===== config.mk =====
export PLATFORM = sky130hd
export DESIGN_NAME = flagOfsLoader
export DESIGN_NICKNAME = d
export VERILOG_FILES = /design/src/rtl/flagOfsPkg.sv /design/src/rtl/flagOfsCtl.sv /design/src/rtl/flagOfsDatapath.sv /design/src/rtl/flagOfsLoader.sv
export SDC_FILE = /design/constraint.sdc
export NUM_CORES = 1
export LEC_CHECK = 0
export CAP_MARGIN = 25
export CORE_ASPECT_RATIO = 0.6
export CORE_MARGIN = 1
export CORE_UTILIZATION = 30
export DETAILED_ROUTE_END_ITERATION = 16
export GPL_TIMING_DRIVEN = 0
export HOLD_SLACK_MARGIN = 0.06
export SLEW_MARGIN = 20
export SYNTH_ARGS = -nofsm -noshare
export SYNTH_HDL_FRONTEND = slang
export SYNTH_HIERARCHICAL = 1
export SYNTH_SLANG_ARGS = --single-unit

===== constraint.sdc =====
create_clock -name clk -period 7.1 [get_ports clk]
set_clock_uncertainty 0.1 [all_clocks]
set_input_delay 1.42 -clock clk [delete_from_list [all_inputs] [get_ports clk]]
set_output_delay 1.42 -clock clk [all_outputs]
set_load 0.01 [all_outputs]

===== src/rtl/flagOfsPkg.sv =====
package flagOfsPkg;

  // Strobes from the control to the datapath for one clock.
  typedef struct packed {
    logic capEmpty;  // capture serIn into the empty-side offset
    logic capFull;   // capture serIn into the full-side offset
    logic lastBit;   // this capture ends the chain
  } ofsStrobe_t;

endpackage


===== src/rtl/flagOfsCtl.sv =====
module flagOfsCtl
  import flagOfsPkg::*;
#(
  parameter int PTR_W = 19
) (
  input  logic                     clk,
  input  logic                     mrstN,
  input  logic                     serEn,
  input  logic                     wrEn,
  output ofsStrobe_t               strobe,
  output logic [$clog2(PTR_W)-1:0] segPos,
  output logic                     memWrite,
  output logic                     loadDone
);
  localparam int CHAIN = 2 * PTR_W;
  localparam int CNT_W = $clog2(CHAIN);
  localparam int SEG_W = $clog2(PTR_W);
  localparam logic [CNT_W-1:0] LAST_POS = CNT_W'(CHAIN - 1);
  localparam logic [CNT_W-1:0] SEG_BASE = CNT_W'(PTR_W);

  logic [CNT_W-1:0] bitCnt;
  logic [CNT_W-1:0] segWide;
  logic             inFull;

  assign inFull  = (bitCnt >= SEG_BASE);
  assign segWide = inFull ? (bitCnt - SEG_BASE) : bitCnt;
  assign segPos  = segWide[SEG_W-1:0];

  always_comb begin
    strobe.capEmpty = serEn && !inFull;
    strobe.capFull  = serEn && inFull;
    strobe.lastBit  = serEn && (bitCnt == LAST_POS);
  end

  // Serial loading takes the write clock; memory writes yield to it.
  assign memWrite = wrEn && !serEn;

  always_ff @(posedge clk) begin
    if (!mrstN) begin
      bitCnt   <= '0;
      loadDone <= 1'b0;
    end else begin
      loadDone <= strobe.lastBit;
      if (serEn) begin
        if (strobe.lastBit) bitCnt <= '0;
        else                bitCnt <= bitCnt + 1'b1;
      end
    end
  end

endmodule


===== src/rtl/flagOfsDatapath.sv =====
module flagOfsDatapath
  import flagOfsPkg::*;
#(
  parameter int PTR_W = 19
) (
  input  logic                     clk,
  input  logic                     mrstN,
  input  logic                     loadSel,
  input  logic                     serIn,
  input  ofsStrobe_t               strobe,
  input  logic [$clog2(PTR_W)-1:0] segPos,
  output logic [PTR_W-1:0]         emptyOfs,
  output logic [PTR_W-1:0]         fullOfs
);
  localparam int SEG_W = $clog2(PTR_W);
  localparam int HI_W  = PTR_W - 10;

  logic [PTR_W-1:0] dflVal;
  logic [PTR_W-1:0] emptyNxt;
  logic [PTR_W-1:0] fullNxt;

  // Default: 127 with loadSel low, 1023 with loadSel high.
  assign dflVal = {{HI_W{1'b0}}, {2{loadSel}}, loadSel, 7'h7F};

  for (genvar i = 0; i < PTR_W; i++) begin : g_bit
    logic hit;
    assign hit         = (segPos == SEG_W'(i));
    assign emptyNxt[i] = (strobe.capEmpty && hit) ? serIn : emptyOfs[i];
    assign fullNxt[i]  = (strobe.capFull && hit) ? serIn : fullOfs[i];
  end

  always_ff @(posedge clk) begin
    if (!mrstN) begin
      emptyOfs <= dflVal;
      fullOfs  <= dflVal;
    end else begin
      emptyOfs <= emptyNxt;
      fullOfs  <= fullNxt;
    end
  end

endmodule


===== src/rtl/flagOfsLoader.sv =====
module flagOfsLoader
  import flagOfsPkg::*;
#(
  parameter int PTR_W = 19
) (
  input  logic             clk,
  input  logic             mrstN,
  input  logic             loadSel,
  input  logic             serEn,
  input  logic             wrEn,
  input  logic             serIn,
  output logic [PTR_W-1:0] emptyOfs,
  output logic [PTR_W-1:0] fullOfs,
  output logic             memWrite,
  output logic             loadDone
);
  localparam int SEG_W = $clog2(PTR_W);

  ofsStrobe_t       strobe;
  logic [SEG_W-1:0] segPos;

  flagOfsCtl #(.PTR_W(PTR_W)) u_ctl (
    .clk      (clk),
    .mrstN    (mrstN),
    .serEn    (serEn),
    .wrEn     (wrEn),
    .strobe   (strobe),
    .segPos   (segPos),
    .memWrite (memWrite),
    .loadDone (loadDone)
  );

  flagOfsDatapath #(.PTR_W(PTR_W)) u_dp (
    .clk      (clk),
    .mrstN    (mrstN),
    .loadSel  (loadSel),
    .serIn    (serIn),
    .strobe   (strobe),
    .segPos   (segPos),
    .emptyOfs (emptyOfs),
    .fullOfs  (fullOfs)
  );

endmodule


Yosys cells after proc, flatten, opt, wreduce, memory -nomap -nowiden

Index checks and enable logic that the tools add are counted.

$add $sub $neg: 2
Multiplexer cells: 24
$lt $le $gt $ge: 1
Reductions and logical operators: 45
Equality and inequality tests: 25

Operators by type and width:

| operator            | number |
|---|---|
| $logic_and 1x1->1   | 42 |
| $eq 5x4->1 const B  | 8 |
| $eq 5x3->1 const B  | 4 |
| $mux 1              | 20 |
| $mux 10             | 2 |
| $eq 5x5->1 const B  | 3 |
| $ne 2x1->1 const B  | 6 |
| $eq 5x2->1 const B  | 2 |
| $add 6x1->6 const B | 1 |
| $eq 6x6->1 const B  | 1 |
| $ge 6x5->1 const B  | 1 |
| $mux 6              | 1 |
| $eq 5x1->1 const B  | 1 |
| $logic_not 5->1     | 1 |
| $mux 5              | 1 |
| $sub 5x5->5 const B | 1 |
| $logic_not 1->1     | 2 |

Bits of input ports: 6
Register bits after elaboration: 45
Word-level logic and storage cells: 137

Depth between registers and ports, before layout

Word-level depth: 6
Depth in mapped cells: 9
Mapped depth without buffers: 7

Cells and area by module

Netlist, hierarchy kept.

By module, submodules not included:

| module          | area each (um^2) | sequential area each (um^2) | cells each | times used |
|---|---|---|---|---|
| flagOfsDatapath | 1702.9           | 820.8                       | 167        | 1 |
| flagOfsCtl      | 506.7            | 140.1                       | 61         | 1 |

Least setup slack after synthesis

Ideal clock, no wire load.

Path type: input-to-output
From: input serEn
To: output memWrite
Cell stages on the path: 2
Slack: 3.814 ns
Data required time: 5.580 ns
Buffers on the path: 1
Arrival time: 1.766 ns
Cell sequence: clkbuf_1 nor2b_1

Longest elaborated chain between the ends: 2

RTL lines:

| element            | RTL line            | RTL |
|---|---|---|
| start: declaration | flagOfsLoader.sv:9  | `input logic serEn,` |
| $logic_not 1->1    | flagOfsCtl.sv:36    | `assign memWrite = wrEn && !serEn;` |
| $logic_and 1x1->1  | flagOfsCtl.sv:36    |  |
| end: declaration   | flagOfsLoader.sv:14 | `output logic memWrite,` |

Every way passes these cells.

Worst setup path after layout

Ends and elaborated chain as after synthesis.

==> results.yml <==
clock_network:
  cts_made_buffers: 5
  cts_resized: 0
  post_cts_hold_buffer_count: 0
  number_of_levels_in_the_clock_h_tree: 2
  clk_pin_slew_ps: 60
  cts_max_path_buffers: 2
  clock_sink_count: 45
  cts.root.buffer_cell: "sky130_fd_sc_hd__clkbuf_16"
  clock_insertion_delay_worst_skew_ps: 280
  tritoncts: "yes"
  cts_setup_buffers: 0
grt:
  maximum_number_of_pins_on_one_net_before_global_route_repair: 15
  groute.usage.overall_pct: 14.3
  first_global_vias: 1658
  global_route.overflow_total: 0
  antenna_found_initial: 0
  global_route_wire_length_before_repair_um: 8460
layout:
  seq_area_um2: 961
  finish.cell_count_without_fillers: 368
  area_of_the_multi_input_gates_um2: 1130
  layout-drive-gt1-share_pct: 9.96
  antenna-diode-count: 0
  layout.nets: 289
  final.fill_count: 698
  final_util_pct: 42.5
  layout-area-overhead-vs-synth_pct: 32.9
  commonest_non_fill_non_tap_cell_in_the_layout: "sky130_fd_sc_hd__clkdlybuf4s50_1"
  final_cell_mix: "45 x sky130_fd_sc_hd__clkdlybuf4s50_1, 39 x sky130_fd_sc_hd__dfxtp_1, 15 x sky130_fd_sc_hd__nand2b_1"
synth:
  yosys.area.top_type_share_pct: 35.3
  yosysWarnings: 6
  synthesis.nets: 237
  synthCells: 228
  mappedNetlistArea_um2: 2210
  yosys_register_bits: 45
  seq_area_frac_synth_pct: 43.5
  syn-mean-instance-area_um2: 9.69
  post-synth-top-area-cell: "sky130_fd_sc_hd__dfxtp_1"
  synthDistinctLibCells: 44
  synthTopCellsByArea: "sky130_fd_sc_hd__dfxtp_1 35%, sky130_fd_sc_hd__edfxtp_1 8.2%, sky130_fd_sc_hd__o31ai_1 4.4%, sky130_fd_sc_hd__nand2b_1 4.2%, sky130_fd_sc_hd__mux2i_1 4.1%"
routing:
  drt_drc: 0
  drtPass1Iterations: 4
  routed_wirelength_um: 5230
  wl_per_cell_um: 14.2
  num_vias: 1855
  antenna_violating_nets_post_route: 0
  dr.first_iter.drc_count: 95
  post_drt_via_cell_ratio: 5.04
sta:
  rsz0062_at_grt: "false"
  maxSlewViolCount: 0
  fin_tns_setup_ps: 0
  final-hold-violation-count: 0
  finalSetupViolations: 0
  max-slew-margin-rel_pct: 63.1
  layout_worst_path_cycle_share_pct: 61.4
  worst_margin_slew_ps: 554
  final_min_period_ps: 4360
  timing.fmax_mhz: 230
  hold_ws_ps: 368
placed_design:
  portBuffers: 45
  total_half_perimeter_wirelength_after_legalization_and_detailed_placement_um: 3700
  dp_cells: 360
  gp_routability_congestion: 0.795
pwr:
  ir_worst_vdd_mv: 0.0920
  leak_pwr_nw: 1.04
  cellPowerDensity_nw_per_um2: 198
  design_power_total_w: 0.000581
min_path:
  hold_path.class: "flip-flop to flip-flop"
die:
  initial_core_utilization_pct: 32.0
  io_pins: 46
  die_area_um2: 7720
  die_width_um: 113
  die_y_um: 68.5
  std_cell_rows: 23
  core-area_um2: 6910
critical_path:
  end_kind: "output port"
  critPathMaxStageDelay_ps: 510
  cp_common_cell: "sky130_fd_sc_hd__clkdlybuf4s50_1"
  worst_endpoint_data_arrival_time_ps: 2840
  slowest_stage: "sky130_fd_sc_hd__clkdlybuf4s50_1"
  timing_worst_setup_path_type: "primary input to output port"
  worst-path-max-fanout: 10
  critical_path.cell_chain: "clkdlybuf4s50_1 -> clkbuf_1 -> nor2b_1 -> clkdlybuf4s50_1"
  cp.required_ps: 5580
  cp-start-kind: "primary input"
run:
  maxCapViolCount: 0
outcome:
  status: "finished, final reports clean"
## worst max-delay path, delay by kind of cell
kind	cells	cell delay (ps)
buffers and inverters	3	1320
AND/OR/NAND/NOR	1	90
## state kept, by name, indices dropped and copies added, names as in the netlist
name            cells
u_dp/emptyOfs      19
u_dp/fullOfs       19
u_ctl/bitCnt        6
u_ctl/loadDone      1
## report_power, final
group | switching, W | internal [W]
combinational | 0.0000297 | 0.0000213
sequential | 0.00000280 | 0.000263
clock | 0.0000966 | 0.000167
## path summary, 6_finish.rpt
| check | startpoint | end | slack [ps] | depth (start not counted) |
|---|---|---|---|---|
| min reg2reg | u_dp/emptyOfs[17] | u_dp/emptyOfs[17] | 370 | 2 |
| min | u_dp/emptyOfs[17] | u_dp/emptyOfs[17] | 370 | 2 |
| max | serEn | memWrite | 2740 | 4 |
| max reg2reg | u_ctl/bitCnt[0] | u_dp/fullOfs[7] | 4230 | 8 |
## routing by layer
layer  vias to the layer above  part of all wire, %  GRT usage (%)
met1                       856                   54           20.9
met3                         7                  5.4           4.07
met4                         0                  1.1           4.50
met5                         -                    0              0
li1                        949                    -              -
met2                        43                   39           19.8
## synth_stat cells (all sizes together)
master,instances
o211ai,13
nor2,7
nand4,4
and3b,2
xor2,2
o21a,1
nand3b,5
a21boi,2
o31ai,14
nor3b,5
or3,2
inv,3
nand2b,15
and2,2
a21oi,14
nand3,2
mux2i,9
nor4,1
nand2,13
edfxtp,6
nor2b,9
a31oi,11
xnor2,2
nand4b,3
nand4bb,1
buf,11
dfxtp,39
ha,3
clkbuf,8
o41a,1
o21ai,14
nor3,2
or3b,2
## layout make-up
class | count | share of cell area, %
Buffer | 19 | 3.75
Multi-Input combinational cell | 161 | 38.4
Inverter | 3 | 0.383
Tap cell | 87 | 3.71
Clock buffer | 6 | 4.39
Sequential cell | 45 | 32.7
Clock inverter | 2 | 1.32
Timing Repair Buffer | 45 | 15.3
## cell families (layout without fill, tap and decap cells)
group           after synthesis  after routing  synth area share [%]
simple gates                 75             75                  22.7
compound gates               70             70                  21.0
flops                        45             45                  43.5
buf+inv                      22             75                  5.49
mux                           9              9                  4.08
xor+xnor                      4              4                  1.59
fa+ha+maj                     3              3                  1.70
## through the flow
stage               worst slack, ps  cell area [um^2]
global route                   2650              2940
global placement               2770              2770
detailed placement             2750              2770
floorplan                      3810              2210
CTS                            2740              2940
finish                         2740              2940
Note: power is estimated with default switching activity, not from simulation.
